### src/rtl/hash_feed_pkg.sv
package hash_feed_pkg;
  typedef enum logic [2:0] {
    REG_LO     = 3'd0,
    REG_HI     = 3'd1,
    REG_ALT_LO = 3'd2,
    REG_ALT_HI = 3'd3,
    REG_LEN    = 3'd4,
    REG_MODE   = 3'd5
  } feed_reg_e;
endpackage

### src/rtl/hash_feed_regs.sv
module hash_feed_regs
  import hash_feed_pkg::*;
#(
  parameter int DATA_W = 32
) (
  input  logic              clk_i,
  input  logic              rst_ni,
  input  logic              wr_en_i,
  input  logic [2:0]        wr_addr_i,
  input  logic [DATA_W-1:0] wr_data_i,
  input  logic              usr_accept_i,
  output logic [2*DATA_W-1:0] usr_word_o,
  output logic [2*DATA_W-1:0] alt_word_o,
  output logic              usr_valid_o,
  output logic              const_en_o
);
  // bank 0: user word, bank 1: alternate constant word
  logic [DATA_W-1:0] half_q [2][2];

  for (genvar b = 0; b < 2; b++) begin : g_bank
    for (genvar h = 0; h < 2; h++) begin : g_half
      localparam logic [2:0] ADDR = 3'(2 * b + h);
      always_ff @(posedge clk_i or negedge rst_ni) begin
        if (!rst_ni)                         half_q[b][h] <= '0;
        else if (wr_en_i && wr_addr_i == ADDR) half_q[b][h] <= wr_data_i;
      end
    end
  end

  assign usr_word_o = {half_q[0][1], half_q[0][0]};
  assign alt_word_o = {half_q[1][1], half_q[1][0]};

  always_ff @(posedge clk_i or negedge rst_ni) begin
    if (!rst_ni) begin
      usr_valid_o <= 1'b0;
      const_en_o  <= 1'b0;
    end else begin
      if (wr_en_i && wr_addr_i == REG_HI) usr_valid_o <= 1'b1;
      else if (usr_accept_i)              usr_valid_o <= 1'b0;
      if (wr_en_i && wr_addr_i == REG_MODE) const_en_o <= wr_data_i[0];
    end
  end
endmodule

### src/rtl/hash_feed_len.sv
module hash_feed_len #(
  parameter int LEN_W = 32,
  parameter int BYTES = 8
) (
  input  logic             clk_i,
  input  logic             rst_ni,
  input  logic             load_i,
  input  logic [LEN_W-1:0] load_val_i,
  input  logic             accept_i,
  output logic [LEN_W-1:0] rem_o,
  output logic             tail_o,
  output logic [BYTES-1:0] mask_o
);
  localparam int IDX_W = $clog2(BYTES);
  localparam logic [LEN_W-1:0] STEP = LEN_W'(BYTES);

  logic [LEN_W-1:0] rem_q;
  logic [IDX_W-1:0] frac;

  always_ff @(posedge clk_i or negedge rst_ni) begin
    if (!rst_ni)       rem_q <= '0;
    else if (load_i)   rem_q <= load_val_i;
    else if (accept_i) rem_q <= (rem_q > STEP) ? rem_q - STEP : '0;
  end

  assign rem_o  = rem_q;
  assign tail_o = (rem_q <= STEP);
  assign frac   = rem_q[IDX_W-1:0];

  for (genvar i = 0; i < BYTES; i++) begin : g_mask
    assign mask_o[i] = !tail_o || (frac == '0) || (IDX_W'(i) < frac);
  end
endmodule

### src/rtl/hash_word_feeder.sv
module hash_word_feeder
  import hash_feed_pkg::*;
#(
  parameter int DATA_W = 32,
  parameter int LEN_W  = 32,
  localparam int WORD_W = 2 * DATA_W,
  localparam int BYTES  = WORD_W / 8
) (
  input  logic              clk_i,
  input  logic              rst_ni,
  input  logic              wr_en_i,
  input  logic [2:0]        wr_addr_i,
  input  logic [DATA_W-1:0] wr_data_i,
  input  logic              core_ready_i,
  output logic [WORD_W-1:0] word_o,
  output logic              valid_o,
  output logic              last_o,
  output logic [BYTES-1:0]  byte_en_o,
  output logic              ready_o,
  output logic [LEN_W-1:0]  len_o
);
  logic [WORD_W-1:0] usr_word, alt_word;
  logic usr_valid, const_en, accept, tail;

  assign accept = valid_o && core_ready_i;

  hash_feed_regs #(.DATA_W(DATA_W)) u_regs (
    .clk_i        (clk_i),
    .rst_ni       (rst_ni),
    .wr_en_i      (wr_en_i),
    .wr_addr_i    (wr_addr_i),
    .wr_data_i    (wr_data_i),
    .usr_accept_i (accept && !const_en),
    .usr_word_o   (usr_word),
    .alt_word_o   (alt_word),
    .usr_valid_o  (usr_valid),
    .const_en_o   (const_en)
  );

  hash_feed_len #(.LEN_W(LEN_W), .BYTES(BYTES)) u_len (
    .clk_i      (clk_i),
    .rst_ni     (rst_ni),
    .load_i     (wr_en_i && wr_addr_i == REG_LEN),
    .load_val_i (wr_data_i[LEN_W-1:0]),
    .accept_i   (accept),
    .rem_o      (len_o),
    .tail_o     (tail),
    .mask_o     (byte_en_o)
  );

  assign valid_o = const_en ? (len_o != '0) : usr_valid;
  assign word_o  = const_en ? alt_word : usr_word;
  assign last_o  = valid_o && tail;
  assign ready_o = core_ready_i && !usr_valid && !const_en;
endmodule

### config.mk
export PLATFORM = sky130hd
export DESIGN_NAME = hash_word_feeder
export DESIGN_NICKNAME = d
export VERILOG_FILES = /design/src/rtl/hash_feed_pkg.sv /design/src/rtl/hash_feed_regs.sv /design/src/rtl/hash_feed_len.sv /design/src/rtl/hash_word_feeder.sv
export SDC_FILE = /design/constraint.sdc
export NUM_CORES = 1
export LEC_CHECK = 0
export BUFFER_PORTS_ARGS = -buffer_cell sky130_fd_sc_hd__buf_2
export CAP_MARGIN = 20
export CORE_ASPECT_RATIO = 0.75
export CORE_MARGIN = 10
export CORE_UTILIZATION = 55
export CTS_BUF_LIST = sky130_fd_sc_hd__clkbuf_8
export DETAILED_ROUTE_END_ITERATION = 10
export PLACE_DENSITY_LB_ADDON = 0.1
export SYNTH_ARGS = -nofsm -noshare
export SYNTH_HDL_FRONTEND = slang
export SYNTH_SLANG_ARGS = --single-unit
### constraint.sdc
create_clock -name clk_i -period 3.1 [get_ports clk_i]
set_clock_uncertainty 0.05 [all_clocks]
set_input_delay 0.155 -clock clk_i [delete_from_list [all_inputs] [get_ports clk_i]]
set_output_delay 0.155 -clock clk_i [all_outputs]
set_load 0.02 [all_outputs]
==> impl_results.md <==
- Crit path setup slack, layout: 0.178 ns
- PD cells: 744 nW/um^2
- Synth Warn #: 0
- Reg-to-Reg End: u_len.rem_o[18]$_DFFE_PN0P_
- Reg2reg setup slack: 0.39 ns
- H-tree depth: 4
- CTS Buf Count: 17
- Tcrit/Tclk final: 94.2%
- Worst Path Arrival: 2.72 ns
- Ant. Diodes: 0
- Post-synth EDFFs: 0
- # fillers: 1043
- Outcome: complete, no violations
- Routability cong.: 0.920
- DR pass1 iterations: 5
- Tightest Pin Transition: 0.984 ns
- Tot GR Track Use: 21.1%
- CORE AREA: 13700 um^2
- Overflow after GRT: 0
- Full die area: 19200 um^2
- 1st-iter DRT viols: 421
- Setup tns final: 0 ns
- Hold path depth: 3
- Worst slew margin: 34.0%
- Register area share after synthesis: 52.5%
- I/O Buffers: 144
- Max cap viols: 0
- Startpoint types: register
- Hold path startpoint: wr_addr_i[0]
- Hold Path Class: primary input to register
- WS Path Type: register to output port
- Met1 Use GR: 27.1%
- Initial core utilization: 56.2%
- CP Capture Type: output port
- CTS root buf: clkbuf_8
- Max Root-Sink Buffers: 2
- Post-Place Setup Slack: 0.441 ns
- RR Startpoint: u_len.rem_o[20]$_DFFE_PN0P_
- Via density: 5.87
- Slew Limit Fails: 0
- Final wirelength: 20300 um
- Sequential share of power: 42.8%
- Post-synth top area share: 52.5%
- Die width: 157 um
- FF-to-FF path depth: 7
- Switch Pwr: 2500 uW
- Mean area per synthesized cell: 12.5 um^2
- Post-DP HPWL: 14100 um
- CTS tree: yes
- Area delta synth->final: 22.7%
- Hold path endpoint: u_regs.const_en_o$_DFFE_PN0P_
- Ys flop type: dfrtp_1
- Clock power share: 23.5%
- Placement Rows: 37
- Top cells by area, synth: dfrtp_1 52%, mux2_2 28%, nand2_1 2.1%, nor3_1 1.5%, clkbuf_1 1.1%
- WL/cell: 20.7 um
- Leak: 0.00411 uW
- Fraction of registers with async set/reset: 100%
- Final hold violation count: 0
- Worst skew pair latency: 0.45 ns
- Net count after synthesis: 658
- Largest net degree at the start of global routing: 118
- Synth unique cells: 52
- Synthesis-stage register bit count: 162
- Final Setup Violations: 0
- Layout cells sized above 1: 49.9%
- Tmin final: 2.92 ns
- Sw Share: 35.4%
- Syn Inst Count: 617
- VDD IR max: 480 uV
- Post-Syn Area: 7730 um^2
- DRC violations left: 0
- Die height: 123 um
- Sink Count: 162
- Final Net Count: 836
- Met3 Use GR: 6.61%
- Leading area contributor after synthesis: dfrtp_1
- Initial antenna violation count: 1
- Vias in the first global route: 5995
- Final ANT Viol Nets: 0
- Req. time, crit path: 2.89 ns
- CTS clk-pin slew, worst paths: 0.08 ns
- Routed vias: 5765
- Commonest cells in the synthesized netlist: 194 x mux2_2, 162 x dfrtp_1, 44 x nand2_1
- First-pass GRT wire length: 32400 um
- Worst-path fanout max: 6
- Total power: 7050 uW
- GRT busiest layer: met2
- Met2 GRT Util: 33.9%
- P_int: 4560 uW
- Comb pwr share: 33.7%
- RSZ-0062 raised after global routing: false
- IO Count: 146
- Fmax: 342 MHz
- Count leader, synth: mux2_2
-- power groups by stage --
stage,clock [uW],sequential (uW),combinational [uW]
after floorplan,0,3080,1480
after CTS,1690,3010,2400
final,1660,3020,2380
after global placement,0,2990,2310
after global routing,1780,3090,2560
after detailed placement,0,3050,2350
-- per-layer routing --
layer  part of all wire (%)  wire (um)
met5                  0.034          7
met4                    1.4        289
met3                    7.3       1490
met2                     47       9610
met1                     44       8910
-- layout by cell type, fill, tap and decap left out, types with 4 or more instances in the layout --
master / instances
mux2_2: 194
dfrtp_1: 161
buf_2: 143
nand2_1: 44
dlygate4sd3_1: 34
nor2_1: 22
nor3_1: 21
clkbuf_8: 19
o21ai_1: 16
nand3_1: 13
buf_4: 13
o21ai_0: 10
o211ai_1: 9
nor4_1: 7
a21oi_1: 7
o31ai_1: 5
o311ai_1: 5
inv_1: 4
nand4_1: 4
clkinv_2: 4
bufinv_16: 4
-- logic make-up after synthesis --
family | synth area share (%)
other | 0.0485
XOR/XNOR | 0.113
AND/OR/NAND/NOR | 10.3
flip-flops | 52.5
multiplexers | 28.3
AO/OA/AOI/OAI | 6.40
buffers and inverters | 2.07
adder cells (fa/ha/maj) | 0.324
-- what timing repair did --
action                                  in CTS  in global routing
hold buffers                                34                  0
hold endpoints to repair                   275                  0
gates resized for setup                      0                  1
setup buffers                                0                  0
endpoints found under the setup margin       0                  1
-- worst max-delay path, stage by stage (launching register included) --
cell and delay (ns):
dfrtp_1 0.45, nor4_2 0.50, nand2_1 0.27, or4_4 0.58
nor2b_1 0.17, and2_1 0.15, buf_2 0.16
-- worst max-delay path by stage --
stage | depth (start not counted) | startpoint | endpoint
floorplan | 5 | u_len.rem_o[8]$_DFFE_PN0P_ | last_o
global placement | 7 | u_len.rem_o[18]$_DFFE_PN0P_ | u_len.rem_o[18]$_DFFE_PN0P_
detailed placement | 6 | u_len.rem_o[8]$_DFFE_PN0P_ | u_len.rem_o[16]$_DFFE_PN0P_
CTS | 6 | u_len.rem_o[8]$_DFFE_PN0P_ | byte_en_o[6]
global route | 5 | u_len.rem_o[8]$_DFFE_PN0P_ | byte_en_o[3]
finish | 6 | u_len.rem_o[20]$_DFFE_PN0P_ | last_o
-- final cells by class --
type	count	area, um^2	share of cell area (%)
Clock buffer	19	262	2.76
Clock inverter	12	165	1.74
Inverter	2	7.51	0.0792
Multi-Input combinational cell	418	3540	37.3
Sequential cell	162	4060	42.8
Tap cell	175	219	2.31
Timing Repair Buffer	194	1230	13.0
-- per-stage QoR --
step | instance area (um^2) | utilization [%] | cells | hold slack [ns]
after CTS | 9450 | 68.7 | 981 | 0.0303
final | 9480 | 69.0 | 982 | 0.0500
after global routing | 9480 | 69.0 | 982 | 0.0437
after floorplan | 7730 | - | 617 | -0.191
after global placement | 8680 | 63.1 | 916 | 0.331
after detailed placement | 8680 | 63.1 | 916 | 0.342
-- state kept, by name, summed over array words and instances (netlist names) --
name and cells:
u_len.rem_o 32, u_regs.const_en_o 1, u_regs.alt_word_o 64, u_regs.usr_valid_o 1, u_regs.usr_word_o 64
Power figures use the tool's default switching activity.
